### src/rtl/stall_wrap_pkg.sv
package stall_wrap_pkg;
  typedef enum logic {
    CM_INIT = 1'b0,
    CM_RUN  = 1'b1
  } ctrl_mode_e;
endpackage

### src/rtl/sw_in_port.sv
module sw_in_port #(
  parameter int WORD_W     = 9,
  parameter int DEPTH      = 6,
  parameter int FLIT_WORDS = 3
) (
  input  logic              clk_i,
  input  logic              rst_ni,
  input  logic              push_i,
  input  logic [WORD_W-1:0] word_i,
  input  logic              pop_i,
  output logic [WORD_W-1:0] head_o,
  output logic              ready_o
);
  localparam int PW = (DEPTH > 1) ? $clog2(DEPTH) : 1;
  localparam int CW = $clog2(DEPTH + 1);

  logic [WORD_W-1:0] mem_q [DEPTH];
  logic [PW-1:0]     wp_q, rp_q;
  logic [CW-1:0]     cnt_q;
  logic              full, push_ok;

  assign full    = (cnt_q == CW'(DEPTH));
  assign push_ok = push_i && (!full || pop_i);
  assign head_o  = mem_q[rp_q];
  assign ready_o = (cnt_q >= CW'(FLIT_WORDS));

  always_ff @(posedge clk_i) begin
    if (push_ok) mem_q[wp_q] <= word_i;
  end

  always_ff @(posedge clk_i or negedge rst_ni) begin
    if (!rst_ni) begin
      wp_q  <= '0;
      rp_q  <= '0;
      cnt_q <= '0;
    end else begin
      if (push_ok) wp_q <= (wp_q == PW'(DEPTH - 1)) ? '0 : wp_q + 1'b1;
      if (pop_i)   rp_q <= (rp_q == PW'(DEPTH - 1)) ? '0 : rp_q + 1'b1;
      cnt_q <= cnt_q + CW'(push_ok) - CW'(pop_i);
    end
  end

  AST_IN_NO_UNDERFLOW: assert property (@(posedge clk_i) disable iff (!rst_ni)
    pop_i |-> cnt_q != '0);
  AST_IN_FULL_DROP: assert property (@(posedge clk_i) disable iff (!rst_ni)
    (push_i && full && !pop_i) |=> cnt_q == CW'(DEPTH));
endmodule

### src/rtl/sw_out_port.sv
module sw_out_port #(
  parameter int WORD_W     = 9,
  parameter int DEPTH      = 6,
  parameter int FLIT_WORDS = 3,
  parameter int INIT_WORDS = 3
) (
  input  logic              clk_i,
  input  logic              rst_ni,
  input  logic              wr_i,
  input  logic [WORD_W-1:0] wr_word_i,
  input  logic              reserve_i,
  input  logic              pop_i,
  output logic [WORD_W-1:0] word_o,
  output logic              avail_o,
  output logic              ready_o
);
  localparam int PW = (DEPTH > 1) ? $clog2(DEPTH) : 1;
  localparam int CW = $clog2(DEPTH + 1);

  logic [WORD_W-1:0] mem_q [DEPTH];
  logic [PW-1:0]     wp_q, rp_q;
  logic [CW-1:0]     cnt_q, space_q;
  logic              pop_ok;

  assign pop_ok  = pop_i && (cnt_q != '0);
  assign avail_o = (cnt_q != '0);
  assign word_o  = mem_q[rp_q];
  assign ready_o = (space_q >= CW'(FLIT_WORDS));

  always_ff @(posedge clk_i) begin
    if (wr_i) mem_q[wp_q] <= wr_word_i;
  end

  always_ff @(posedge clk_i or negedge rst_ni) begin
    if (!rst_ni) begin
      wp_q    <= '0;
      rp_q    <= '0;
      cnt_q   <= '0;
      space_q <= CW'(DEPTH - INIT_WORDS); // init tokens pre-reserved
    end else begin
      if (wr_i)   wp_q <= (wp_q == PW'(DEPTH - 1)) ? '0 : wp_q + 1'b1;
      if (pop_ok) rp_q <= (rp_q == PW'(DEPTH - 1)) ? '0 : rp_q + 1'b1;
      cnt_q   <= cnt_q + CW'(wr_i) - CW'(pop_ok);
      space_q <= space_q + CW'(pop_ok) - CW'(reserve_i);
    end
  end

  AST_OUT_NO_OVERFLOW: assert property (@(posedge clk_i) disable iff (!rst_ni)
    (wr_i && !pop_ok) |-> cnt_q != CW'(DEPTH));
  AST_OUT_SPACE_BOUND: assert property (@(posedge clk_i) disable iff (!rst_ni)
    (int'(space_q) + int'(cnt_q)) <= DEPTH);
  AST_OUT_EMPTY_POP: assert property (@(posedge clk_i) disable iff (!rst_ni)
    (pop_i && cnt_q == '0 && !wr_i) |=> cnt_q == '0);
endmodule

### src/rtl/sw_fire_ctrl.sv
module sw_fire_ctrl
  import stall_wrap_pkg::*;
#(
  parameter int FLIT_WORDS = 3,
  parameter int INIT_WORDS = 3,
  parameter int LAT        = 2
) (
  input  logic clk_i,
  input  logic rst_ni,
  input  logic ready_i,
  output logic fire_o,
  output logic init_o,
  output logic wr_o
);
  localparam int PHW = (FLIT_WORDS > 1) ? $clog2(FLIT_WORDS) : 1;
  localparam int IW  = $clog2(INIT_WORDS + 2);

  ctrl_mode_e     mode_q;
  logic [IW-1:0]  init_q;
  logic [PHW-1:0] ph_q;
  logic [LAT-1:0] sr_q;

  assign init_o = (mode_q == CM_INIT);
  // mid-flit: keep firing; at boundary: fire only if all ports ready
  assign fire_o = !init_o && ((ph_q != '0) || ready_i);
  assign wr_o   = sr_q[LAT-1];

  always_ff @(posedge clk_i or negedge rst_ni) begin
    if (!rst_ni) begin
      mode_q <= (INIT_WORDS > 0) ? CM_INIT : CM_RUN;
      init_q <= IW'(INIT_WORDS);
      ph_q   <= '0;
      sr_q   <= '0;
    end else begin
      if (init_o) begin
        init_q <= init_q - 1'b1;
        if (init_q == IW'(1)) mode_q <= CM_RUN;
      end
      if (fire_o) ph_q <= (ph_q == PHW'(FLIT_WORDS - 1)) ? '0 : ph_q + 1'b1;
      else        ph_q <= '0;
      sr_q <= (sr_q << 1) | LAT'(fire_o);
    end
  end

  AST_FIRE_HOLDS: assert property (@(posedge clk_i) disable iff (!rst_ni)
    $rose(fire_o) |=> fire_o);
  AST_INIT_QUIET: assert property (@(posedge clk_i) disable iff (!rst_ni)
    init_o |=> !wr_o || !init_o);
endmodule

### src/rtl/sw_router_pipe.sv
module sw_router_pipe #(
  parameter int NP     = 2,
  parameter int WORD_W = 9,
  parameter int LAT    = 2
) (
  input  logic                      clk_i,
  input  logic                      rst_ni,
  input  logic [NP-1:0][WORD_W-1:0] word_i,
  output logic [NP-1:0][WORD_W-1:0] word_o
);
  logic [NP-1:0][WORD_W-1:0] stg_q [LAT];

  for (genvar k = 0; k < LAT; k++) begin : g_stg
    always_ff @(posedge clk_i or negedge rst_ni) begin
      if (!rst_ni)     stg_q[k] <= '0;
      else if (k == 0) stg_q[k] <= word_i;
      else             stg_q[k] <= stg_q[(k == 0) ? 0 : k - 1];
    end
  end

  assign word_o = stg_q[LAT-1];
endmodule

### src/rtl/stall_wrapper.sv
module stall_wrapper #(
  parameter int NP          = 2,
  parameter int DATA_W      = 8,
  parameter int FLIT_WORDS  = 3,
  parameter int FIFO_FLITS  = 2,
  parameter int ROUTER_LAT  = 2,
  parameter int INIT_TOKENS = 1
) (
  input  logic                      clk_i,
  input  logic                      rst_ni,
  input  logic [NP-1:0]             in_push_i,
  input  logic [NP-1:0][DATA_W:0]   in_word_i,
  input  logic [NP-1:0]             out_pop_i,
  output logic [NP-1:0][DATA_W:0]   out_word_o,
  output logic [NP-1:0]             out_avail_o,
  output logic                      fire_o
);
  localparam int WORD_W     = DATA_W + 1;
  localparam int DEPTH      = FLIT_WORDS * FIFO_FLITS;
  localparam int INIT_WORDS = INIT_TOKENS * FLIT_WORDS;

  logic [NP-1:0]             in_ready, out_ready;
  logic [NP-1:0][WORD_W-1:0] in_head, rtr_out;
  logic                      fire, init, wr_dly, all_ready;

  assign all_ready = (&in_ready) && (&out_ready);
  assign fire_o    = fire;

  for (genvar p = 0; p < NP; p++) begin : g_in
    sw_in_port #(.WORD_W(WORD_W), .DEPTH(DEPTH), .FLIT_WORDS(FLIT_WORDS)) u_in (
      .clk_i   (clk_i),
      .rst_ni  (rst_ni),
      .push_i  (in_push_i[p]),
      .word_i  (in_word_i[p]),
      .pop_i   (fire),
      .head_o  (in_head[p]),
      .ready_o (in_ready[p])
    );
  end

  sw_fire_ctrl #(.FLIT_WORDS(FLIT_WORDS), .INIT_WORDS(INIT_WORDS), .LAT(ROUTER_LAT)) u_ctrl (
    .clk_i   (clk_i),
    .rst_ni  (rst_ni),
    .ready_i (all_ready),
    .fire_o  (fire),
    .init_o  (init),
    .wr_o    (wr_dly)
  );

  sw_router_pipe #(.NP(NP), .WORD_W(WORD_W), .LAT(ROUTER_LAT)) u_rtr (
    .clk_i  (clk_i),
    .rst_ni (rst_ni),
    .word_i (in_head),
    .word_o (rtr_out)
  );

  for (genvar p = 0; p < NP; p++) begin : g_out
    sw_out_port #(.WORD_W(WORD_W), .DEPTH(DEPTH), .FLIT_WORDS(FLIT_WORDS),
                  .INIT_WORDS(INIT_WORDS)) u_out (
      .clk_i     (clk_i),
      .rst_ni    (rst_ni),
      .wr_i      (init || wr_dly),
      .wr_word_i (init ? '0 : rtr_out[p]),
      .reserve_i (fire),
      .pop_i     (out_pop_i[p]),
      .word_o    (out_word_o[p]),
      .avail_o   (out_avail_o[p]),
      .ready_o   (out_ready[p])
    );
  end
endmodule

### config.mk
export PLATFORM = sky130hd
export DESIGN_NAME = stall_wrapper
export DESIGN_NICKNAME = d
export VERILOG_FILES = /design/src/rtl/stall_wrap_pkg.sv /design/src/rtl/sw_in_port.sv /design/src/rtl/sw_out_port.sv /design/src/rtl/sw_fire_ctrl.sv /design/src/rtl/sw_router_pipe.sv /design/src/rtl/stall_wrapper.sv
export SDC_FILE = /design/constraint.sdc
export NUM_CORES = 1
export LEC_CHECK = 0
export BUFFER_PORTS_ARGS = -buffer_cell sky130_fd_sc_hd__buf_2
export CAP_MARGIN = 10
export CELL_PAD_IN_SITES_DETAIL_PLACEMENT = 0
export CELL_PAD_IN_SITES_GLOBAL_PLACEMENT = 2
export CORE_MARGIN = 4
export CORE_UTILIZATION = 50
export DETAILED_ROUTE_END_ITERATION = 8
export PLACE_DENSITY_LB_ADDON = 0.1
export SLEW_MARGIN = 25
export SYNTH_ARGS = -nofsm -noshare
export SYNTH_HDL_FRONTEND = slang
export SYNTH_HIERARCHICAL = 1
export SYNTH_SLANG_ARGS = --single-unit
### constraint.sdc
create_clock -name clk_i -period 4.95 [get_ports clk_i]
set_input_delay 1.2375 -clock clk_i [delete_from_list [all_inputs] [get_ports clk_i]]
set_output_delay 1.2375 -clock clk_i [all_outputs]
set_load 0.005 [all_outputs]
# == After elaboration in Yosys (flattened, before gate mapping) ==
# Memory sizes are Yosys's and may differ from the RTL's. A register that Yosys moved wholly into a read port is not among the register bits.
# Index checks and enable logic that the tools add are counted.
# classes
bitwise,2
add_sub_neg,22
order_cmp,4
mux,20
n_reduce_logical,19
eq_ne,12
# ops
op,n
== test 3 bit (second input constant),10
adder 3 x 1 -> 3 bit (second input constant),8
two-way mux 3 bit,8
adder 3 x 1 -> 3 bit,6
two-way mux 9 bit,2
subtractor 3 x 1 -> 3 bit,6
>= comparator 3 x 2 -> 1 bit (second input constant),4
two-way mux 1 bit,8
logical AND 1 bit,6
nonzero test 3 bit,2
logical NOT 1 bit,4
logical OR 1 bit,4
two-way mux 2 bit,2
AND reduction 2 bit,2
== test 3 x 1 -> 1 bit (second input constant),1
subtractor 3 x 1 -> 3 bit (second input constant),1
adder 2 x 1 -> 2 bit (second input constant),1
== test 2 bit (second input constant),1
OR 2 x 1 -> 2 bit,1
nonzero test 2 bit,1
NOT 1 bit,1
# word_totals
out_inout_bits,21
mem_count,4
elab_cells,103
ramBits,216
inputBits,24
ff_bits,68
# memory_table
memory,depth,word_bits,rd,rd_clocked_by_memory_dff,wr,line,rtl
g_in[0].u_in.mem_q,6,9,1,1,1,sw_in_port.sv:17,logic [WORD_W-1:0] mem_q [DEPTH];
g_in[1].u_in.mem_q,6,9,1,1,1,sw_in_port.sv:17,
g_out[0].u_out.mem_q,6,9,1,0,1,sw_out_port.sv:20,logic [WORD_W-1:0] mem_q [DEPTH];
g_out[1].u_out.mem_q,6,9,1,0,1,sw_out_port.sv:20,

# == Logic depth before layout (Yosys ltp) ==
# Gate-level depths: netlist of run 1.
# logic_depth
word_depth,9
depth_mapped,15

# == Cells and area by module ==
# The synthesis of run 1 kept the hierarchy.
# by_module_without_submodules
mod,seq_area_each_um2,instances,area_each_um2,cells_per_inst
sw_out_port,1924.3,2,2770.2,160
sw_in_port,1846.8,2,2598.7,149
sw_router_pipe,900.9,1,1036.0,54
sw_fire_ctrl,202.7,1,327.8,24
stall_wrapper,0.0,1,148.9,21

# == Least setup slack after synthesis of run 1 ==
# Ideal clock, no wire load.
# synth_path
path_kind,register to register
from,register g_out[0].u_out.space_q[1]
to,memory g_in[0].u_in.mem_q[1][0] (enable)
stages_incl_launch_ff,10
path_slack_ns,1.891
synth_period_minus_slack_ns,3.059
arrival_time_ns,2.672
path_buffers,0
cell_sequence,dfstp_2 ha_1 o21ai_0 nand2_1 and4_1 nor3_1 nor2_1 nand4bb_1 nand3_2 nor3_1
# synth_between
elab_chain_len,9
# synth_rtl
item,line,rtl
start: declaration,sw_out_port.sv:22,"logic [CW-1:0] cnt_q, space_q;"
start signal: assignment,sw_out_port.sv:39,space_q <= CW'(DEPTH - INIT_WORDS);
start signal: assignment,sw_out_port.sv:44,space_q <= space_q + CW'(pop_ok) - CW'(reserve_i);
>= comparator 3 x 2 -> 1 bit,sw_out_port.sv:28,assign ready_o = (space_q >= CW'(FLIT_WORDS));
named net out_ready[0],stall_wrapper.sv:22,"logic [NP-1:0] in_ready, out_ready;"
AND reduction 2 bit,stall_wrapper.sv:26,assign all_ready = (&in_ready) && (&out_ready);
logical AND 1 bit,stall_wrapper.sv:26,
named net all_ready,stall_wrapper.sv:24,"logic fire, init, wr_dly, all_ready;"
logical OR 1 bit,sw_fire_ctrl.sv:25,assign fire_o = !init_o && ((ph_q != '0) || ready_i);
logical AND 1 bit,sw_fire_ctrl.sv:25,
named net fire_o,stall_wrapper.sv:16,output logic fire_o
logical OR 1 bit,sw_in_port.sv:23,assign push_ok = push_i && (!full || pop_i);
logical AND 1 bit,sw_in_port.sv:23,
two-way mux 1 bit,sw_in_port.sv:28,if (push_ok) mem_q[wp_q] <= word_i;
two-way mux 1 bit (implied by the code),sw_in_port.sv:28,
end: declaration,sw_in_port.sv:17,
# The timed path passes the listed nets, and every way through them passes these cells.

==> results of run 1 <==
-- cell type report --
class,instances,area [sq um],share of cell area [%]
Sequential cell,302,8646,62.34
Multi-Input combinational cell,336,3174,22.89
Clock inverter,19,226.5,1.633
Tap cell,324,405.4,2.923
Inverter,32,125.1,0.9021
Timing Repair Buffer,56,312.8,2.255
Clock buffer,43,979.7,7.064
-- metrics by stage --
| stage | total power (uW) | setup slack (ns) | util [%] | hold WS (ns) | area [sq um] |
|---|---|---|---|---|---|
| 3_5_place_dp | 6691 | 1.803 | 52.34 | 0.3347 | 12650 |
| 3_3_place_gp | 6560 | 1.751 | 52.30 | 0.3386 | 12640 |
| 2_1_floorplan | 5979 | 1.891 | - | 0.3312 | 12250 |
| 4_1_cts | 9334 | 1.286 | 57.33 | 0.3476 | 13860 |
| 5_1_grt | 9751 | 1.220 | 57.37 | 0.3522 | 13870 |
| 6_report | 9183 | 1.316 | 57.37 | 0.3486 | 13870 |
-- per-layer routing --
layer  track usage, %  vias up  wire [um]
met5                0        -          0
met4            4.764        0        473
met3            2.820       40        840
met2            27.49      103      10570
met1            22.10     2923       9364
li1                 -     2764          -
-- cell usage after synthesis --
cell / n
buf_4: 22
buf_6: 7
mux2_1: 26
nand3_2: 2
nand2b_1: 2
ha_1: 18
inv_4: 2
nor2_1: 17
fa_1: 6
mux2_4: 40
mux2i_1: 38
dfrtp_1: 80
mux2_2: 16
or3_4: 2
xor2_1: 6
nor4b_4: 1
or2_1: 1
nand2_1: 15
dfstp_2: 6
edfxtp_1: 216
and2b_1: 8
nor3b_1: 4
clkbuf_1: 8
a21o_1: 5
xnor2_1: 12
nor3_1: 45
nand4bb_1: 2
nand2_2: 2
nand3b_1: 2
o21ai_0: 5
inv_2: 1
inv_1: 29
buf_2: 8
nor2b_1: 17
a221o_1: 36
nand2_4: 4
buf_8: 2
and4_1: 1
and3_1: 2
nor3b_2: 1
-- critical path: cells and delay by family, from the launching register on --
family	cells	cell delay (ns)
DFF	1	0.63
and+or+nand+nor	1	0.81
AOI/OAI and AO/OA	1	0.34
buffers and inverters	1	0.13
-- report_power, final --
part | internal [uW] | switching (uW)
Sequential | 3550 | 399
Clock | 1660 | 936
Combinational | 1230 | 1400
-- cells by family after synthesis --
kind of cell | count (synthesis)
multiplexers | 120
buffers and inverters | 79
AO/OA/AOI/OAI | 46
flip-flops | 302
AND/OR/NAND/NOR | 128
XOR/XNOR | 18
adder cells (fa/ha/maj) | 24
-- registers in the layout, indices dropped and copies added (netlist names) --
signal               flops
g_in.u_in/cnt_q          6
g_in.u_in/mem_q        108
g_in.u_in/rp_q           6
g_in.u_in/wp_q           6
g_out.u_out/cnt_q        6
g_out.u_out/mem_q      108
g_out.u_out/rp_q         6
g_out.u_out/space_q      6
g_out.u_out/wp_q         6
u_ctrl/init_q            3
u_ctrl/mode_q            1
u_ctrl/ph_q              2
u_ctrl/sr_q              2
u_rtr/stg_q             18
u_rtr/word_o            18
-- how the worst min path moves through the flow --
stage          slack (ns)             from               to  cells past startpoint
2_1_floorplan        0.33   u_ctrl/sr_q[0]   u_ctrl/sr_q[1]                      0
5_1_grt              0.35  u_rtr/stg_q[25]  u_rtr/word_o[7]                      0
6_report             0.35  u_rtr/stg_q[25]  u_rtr/word_o[7]                      0
3_5_place_dp         0.33  u_rtr/stg_q[26]  u_rtr/word_o[8]                      0
3_3_place_gp         0.34   u_ctrl/sr_q[0]   u_ctrl/sr_q[1]                      0
4_1_cts              0.35  u_rtr/stg_q[26]  u_rtr/word_o[8]                      0
==> flow_summary.toml, run 1 <==
[placed_design]
gp_congestion = 0.7274
hpwl_mm = 13.74
place_inst = 1050
portBuffers = 44

[logic_synthesis]
postSynthAreaPerCell_sq_um = 17.09
synth_xor_area_share_pct = 1.287
yosys.area.top_type_share_pct = 52.95
synth-seq-cells = 302
synthSimpleGateAreaFrac_pct = 6.169
yosysSeqAreaShare_pct = 70.58
synth_warnings = 6
synth.distinct_cells = 40
synth_area_sq_mm = 0.01225
yosys.area_share.adder_pct = 2.819
synth_top_family_by_area = "multiplexers"
yosysTopAreaCell = "edfxtp_1"
netlist_instances = 717
synth_compound_area_share_pct = 3.452
synth_mux_area_share_pct = 11.87
netlist_top_cells_area = "edfxtp_1 53%, dfrtp_1 16%, mux2_4 4.9%"
synthesis.nets = 765

[sta]
hold_violations = 0
period_share_pct = 73.41
fmax_mhz = 275.2
setup_tns_ns = 0
skew_ns = 0.009907
tightest_slew_ns = 1.041
final.min_clock_period_ns = 3.634
slew_headroom_pct = 30.31
slew_violations = 0
finalSetupViolations = 0
grt_setup_unrepaired = "no"

[cells_and_area]
area_growth_pct = 13.22
n_fill_cell = 1885
num-nets-final = 810
diodes = 0
final_cell_count_no_fill = 1112
mostFrequentLayoutCells = "216 x edfxtp_1, 80 x dfrtp_1, 43 x buf_2"
final_common_cell = "edfxtp_1"
drive_gt1_share_pct = 24.37

[pwr]
pwr_density_cell_mw_per_mm2 = 662.1
vdd_drop_max_uv = 377.2
leakage_uw = 0.005384

[worst_setup_path]
critPathArrivalTime_ns = 2.40
worst_path_max_delay_cell = "nor2b_1"
cpPeakStageDelay_ns = 0.81
regToRegEndpoint = "g_in[0].u_in/mem_q[3][8]"
crit_path_start_kind = "flip-flop"
cp_max_fo = 21
reg2reg_setup_slack_ns = 1.83
worstSetupEndpointType = "output pin"
crit_path_start = "g_out[1].u_out/rp_q[2]"
timing.rr.start = "g_out[0].u_out/space_q[1]"
crit_type = "reg2out"
worst_ep_required_time_ns = 3.71
crit_path_end = "out_word_o[13]"
reg2reg_depth = 10
worstPathCellList = "nor2b_1 -> a221o_1 -> buf_2"

[floorplanning]
ios = 45
die-area_sq_mm = 0.02707
fp.coreArea_sq_mm = 0.02418
rows = 57
start_util_pct = 50.67
die_h_um = 164.5
die_w_um = 164.5

[route]
firstDrtPassIters = 4
via_per_inst = 5.243
wire_per_inst_um = 19.11
ant_nets = 0
vias = 5830
drt_iter0_drc = 373
routed_wl_mm = 21.25
drc = 0

[clocking]
cts_setup_buffers = 0
tritoncts = "yes"
cts-root-buf = "clkbuf_16"
cts_buffers = 34
postCtsResizedCells = 0
clk_pin_slew_ns = 0.06
clock_sinks = 302
cts_hold_buf = 0
htree_levels = 2
worstSkewPairLatency_ns = 0.50
clockBufferDepth = 3

[global_route]
grt_use_total_pct = 16.35
grt_pass1_vias = 6116
antenna_found_initial = 0
grt_max_degree = 61
grt_pass1_wl_mm = 33.73
overflow = 0

[run_status]
status = "finished clean"

[run]
max_cap_viol_count = 0

[worst_hold_path]
hp-class = "reg2reg"
No activity file was read; power rests on OpenSTA's default activity.
==> inputs of run 2 (changes only) <==
- CORE_UTILIZATION: 50 -> 47
- clock period: 4.95 -> 3.44 ns (I/O delays scaled with it)
==> run 2 against run 1 <==
- die area increased by 6.1%
- cell count rose by 2.1%
- first-iteration DRC count down 24%
- count of clock-buffer cells in the layout stayed put
- largest cell class unchanged
==> flow_summary.toml, run 2 (synthesis results as in run 1) <==
[run_status]
status = "finished clean"

[route]
via_per_inst = 5.187
wire_per_inst_um = 19.12
vias = 5887
routed_wl_mm = 21.70
firstDrtPassIters = 4
drt_iter0_drc = 282
ant_nets = 0
drc = 0

[cells_and_area]
multi_input_area_sq_mm = 0.003138
num-nets-final = 829
final-seq-area_sq_mm = 0.008646
n_fill_cell = 2045
drive_gt1_share_pct = 25.09
final_common_cell = "edfxtp_1"
area_growth_pct = 12.47
largestRegisters = "g_in.u_in/mem_q x108, g_out.u_out/mem_q x108"
final_core_util_pct = 54.25
diodes = 0
mostFrequentLayoutCells = "216 x edfxtp_1, 80 x dfrtp_1, 45 x nor3_1"

[sta]
finalSetupViolations = 0
slew_headroom_pct = 40.07
grt_setup_unrepaired = "no"
hold_violations = 0
slew_violations = 0
skew_ns = 0.01016
timing.final.ws_setup_ns = 0.2831
setup_tns_ns = 0
period_share_pct = 91.77
fmax_mhz = 316.8
tightest_slew_ns = 0.8972
final.min_clock_period_ns = 3.157

[worst_setup_path]
timing.rr.start = "g_out[0].u_out/space_q[1]"
worstSetupEndpointType = "output pin"
cp_max_fo = 8
crit_path_start_kind = "flip-flop"
crit_type = "reg2out"
crit_path_start = "g_out[0].u_out/space_q[1]"
critPathArrivalTime_ns = 2.30
worst_ep_required_time_ns = 2.58

[placed_design]
portBuffers = 44
gp_congestion = 0.7150
dp_slack_ns = 0.4149
hpwl_mm = 14.03

[clocking]
worstSkewPairLatency_ns = 0.53
clk_pin_slew_ns = 0.06
cts_buffers = 31
clockBufferDepth = 3
cts_setup_buffers = 0
cts-root-buf = "clkbuf_16"
tritoncts = "yes"
clock_sinks = 302
htree_levels = 1
cts_hold_buf = 0

[pwr]
pwr_density_cell_mw_per_mm2 = 921.7
vdd_drop_max_uv = 604.2
leakage_uw = 0.005376

[global_route]
grt_max_degree = 75
overflow = 0
grt_pass1_vias = 6234
grt_use_total_pct = 15.48
antenna_found_initial = 0
grt_pass1_wl_mm = 34.71

[worst_hold_path]
hp-class = "in2async"

[floorplanning]
ios = 45
start_util_pct = 48.23
fp.coreArea_sq_mm = 0.02540
die_h_um = 169.4
rows = 58
die-area_sq_mm = 0.02871
die_w_um = 169.4

[run]
max_cap_viol_count = 0
-- run 2: cell count changes in the layout (fill, tap and decap cells not counted), moves of 4 or more --
cell and change:
buf_4 +21, clkbuf_1 +6, clkbuf_16 -7, clkinv_1 -5, nor3_1 +4, nor3_2 -4
-- run 2: what timing repair did --
action	4_1_cts	5_1_grt
endpoints found under the hold margin	0	0
gates resized for setup	0	1
endpoints found under the setup margin	0	1
-- run 2: per-layer routing --
layer	GRT usage (%)	wire length, um	vias to the layer above
met4	3.430	281	0
met3	2.725	852	28
met5	0	0	-
met2	26.60	11080	91
met1	20.88	9492	2966
li1	-	-	2802
-- run 2: cell type report --
type,instances,area share (%)
Sequential cell,302,62.75
Multi-Input combinational cell,336,22.78
Clock buffer,43,6.102
Timing Repair Buffer,78,3.560
Tap cell,330,2.997
Clock inverter,14,0.9081
Inverter,32,0.9081
-- run 2: critical path, stage by stage, from the launching register on --
cell     delay, ns
dfstp_2       0.56
ha_1          0.16
o21ai_0       0.08
nand2_1       0.07
and4_1        0.21
nor3_1        0.06
nor2_2        0.22
buf_4         0.26
buf_2         0.15
-- run 2: per-stage QoR --
stage	cells	power (uW)	cell area (sq um)	hold WS, ns
floorplan	717	8603	12250	0.3312
global placement	1078	9551	12810	0.3347
detailed placement	1078	9748	12810	0.3365
CTS	1135	12920	13780	0.1610
global route	1135	13540	13780	0.1614
finish	1135	12700	13780	0.1806
-- run 2: where the power goes --
part	switching, uW	internal (uW)
Sequential	480	5100
Clock	1280	1850
Combinational	2130	1850
-- run 2: worst paths after layout --
kind	to	slack (ns)	depth (start not counted)
max	fire_o	0.28	8
min	g_out[0].u_out/cnt_q[1]	0.18	1
max reg2reg	g_in[0].u_in/cnt_q[1]	0.59	14
min reg2reg	u_rtr/word_o[7]	0.35	0
max in group asynchronous	g_out[1].u_out/space_q[1]	2.58	2
min in group clk_i	u_rtr/word_o[7]	0.35	0
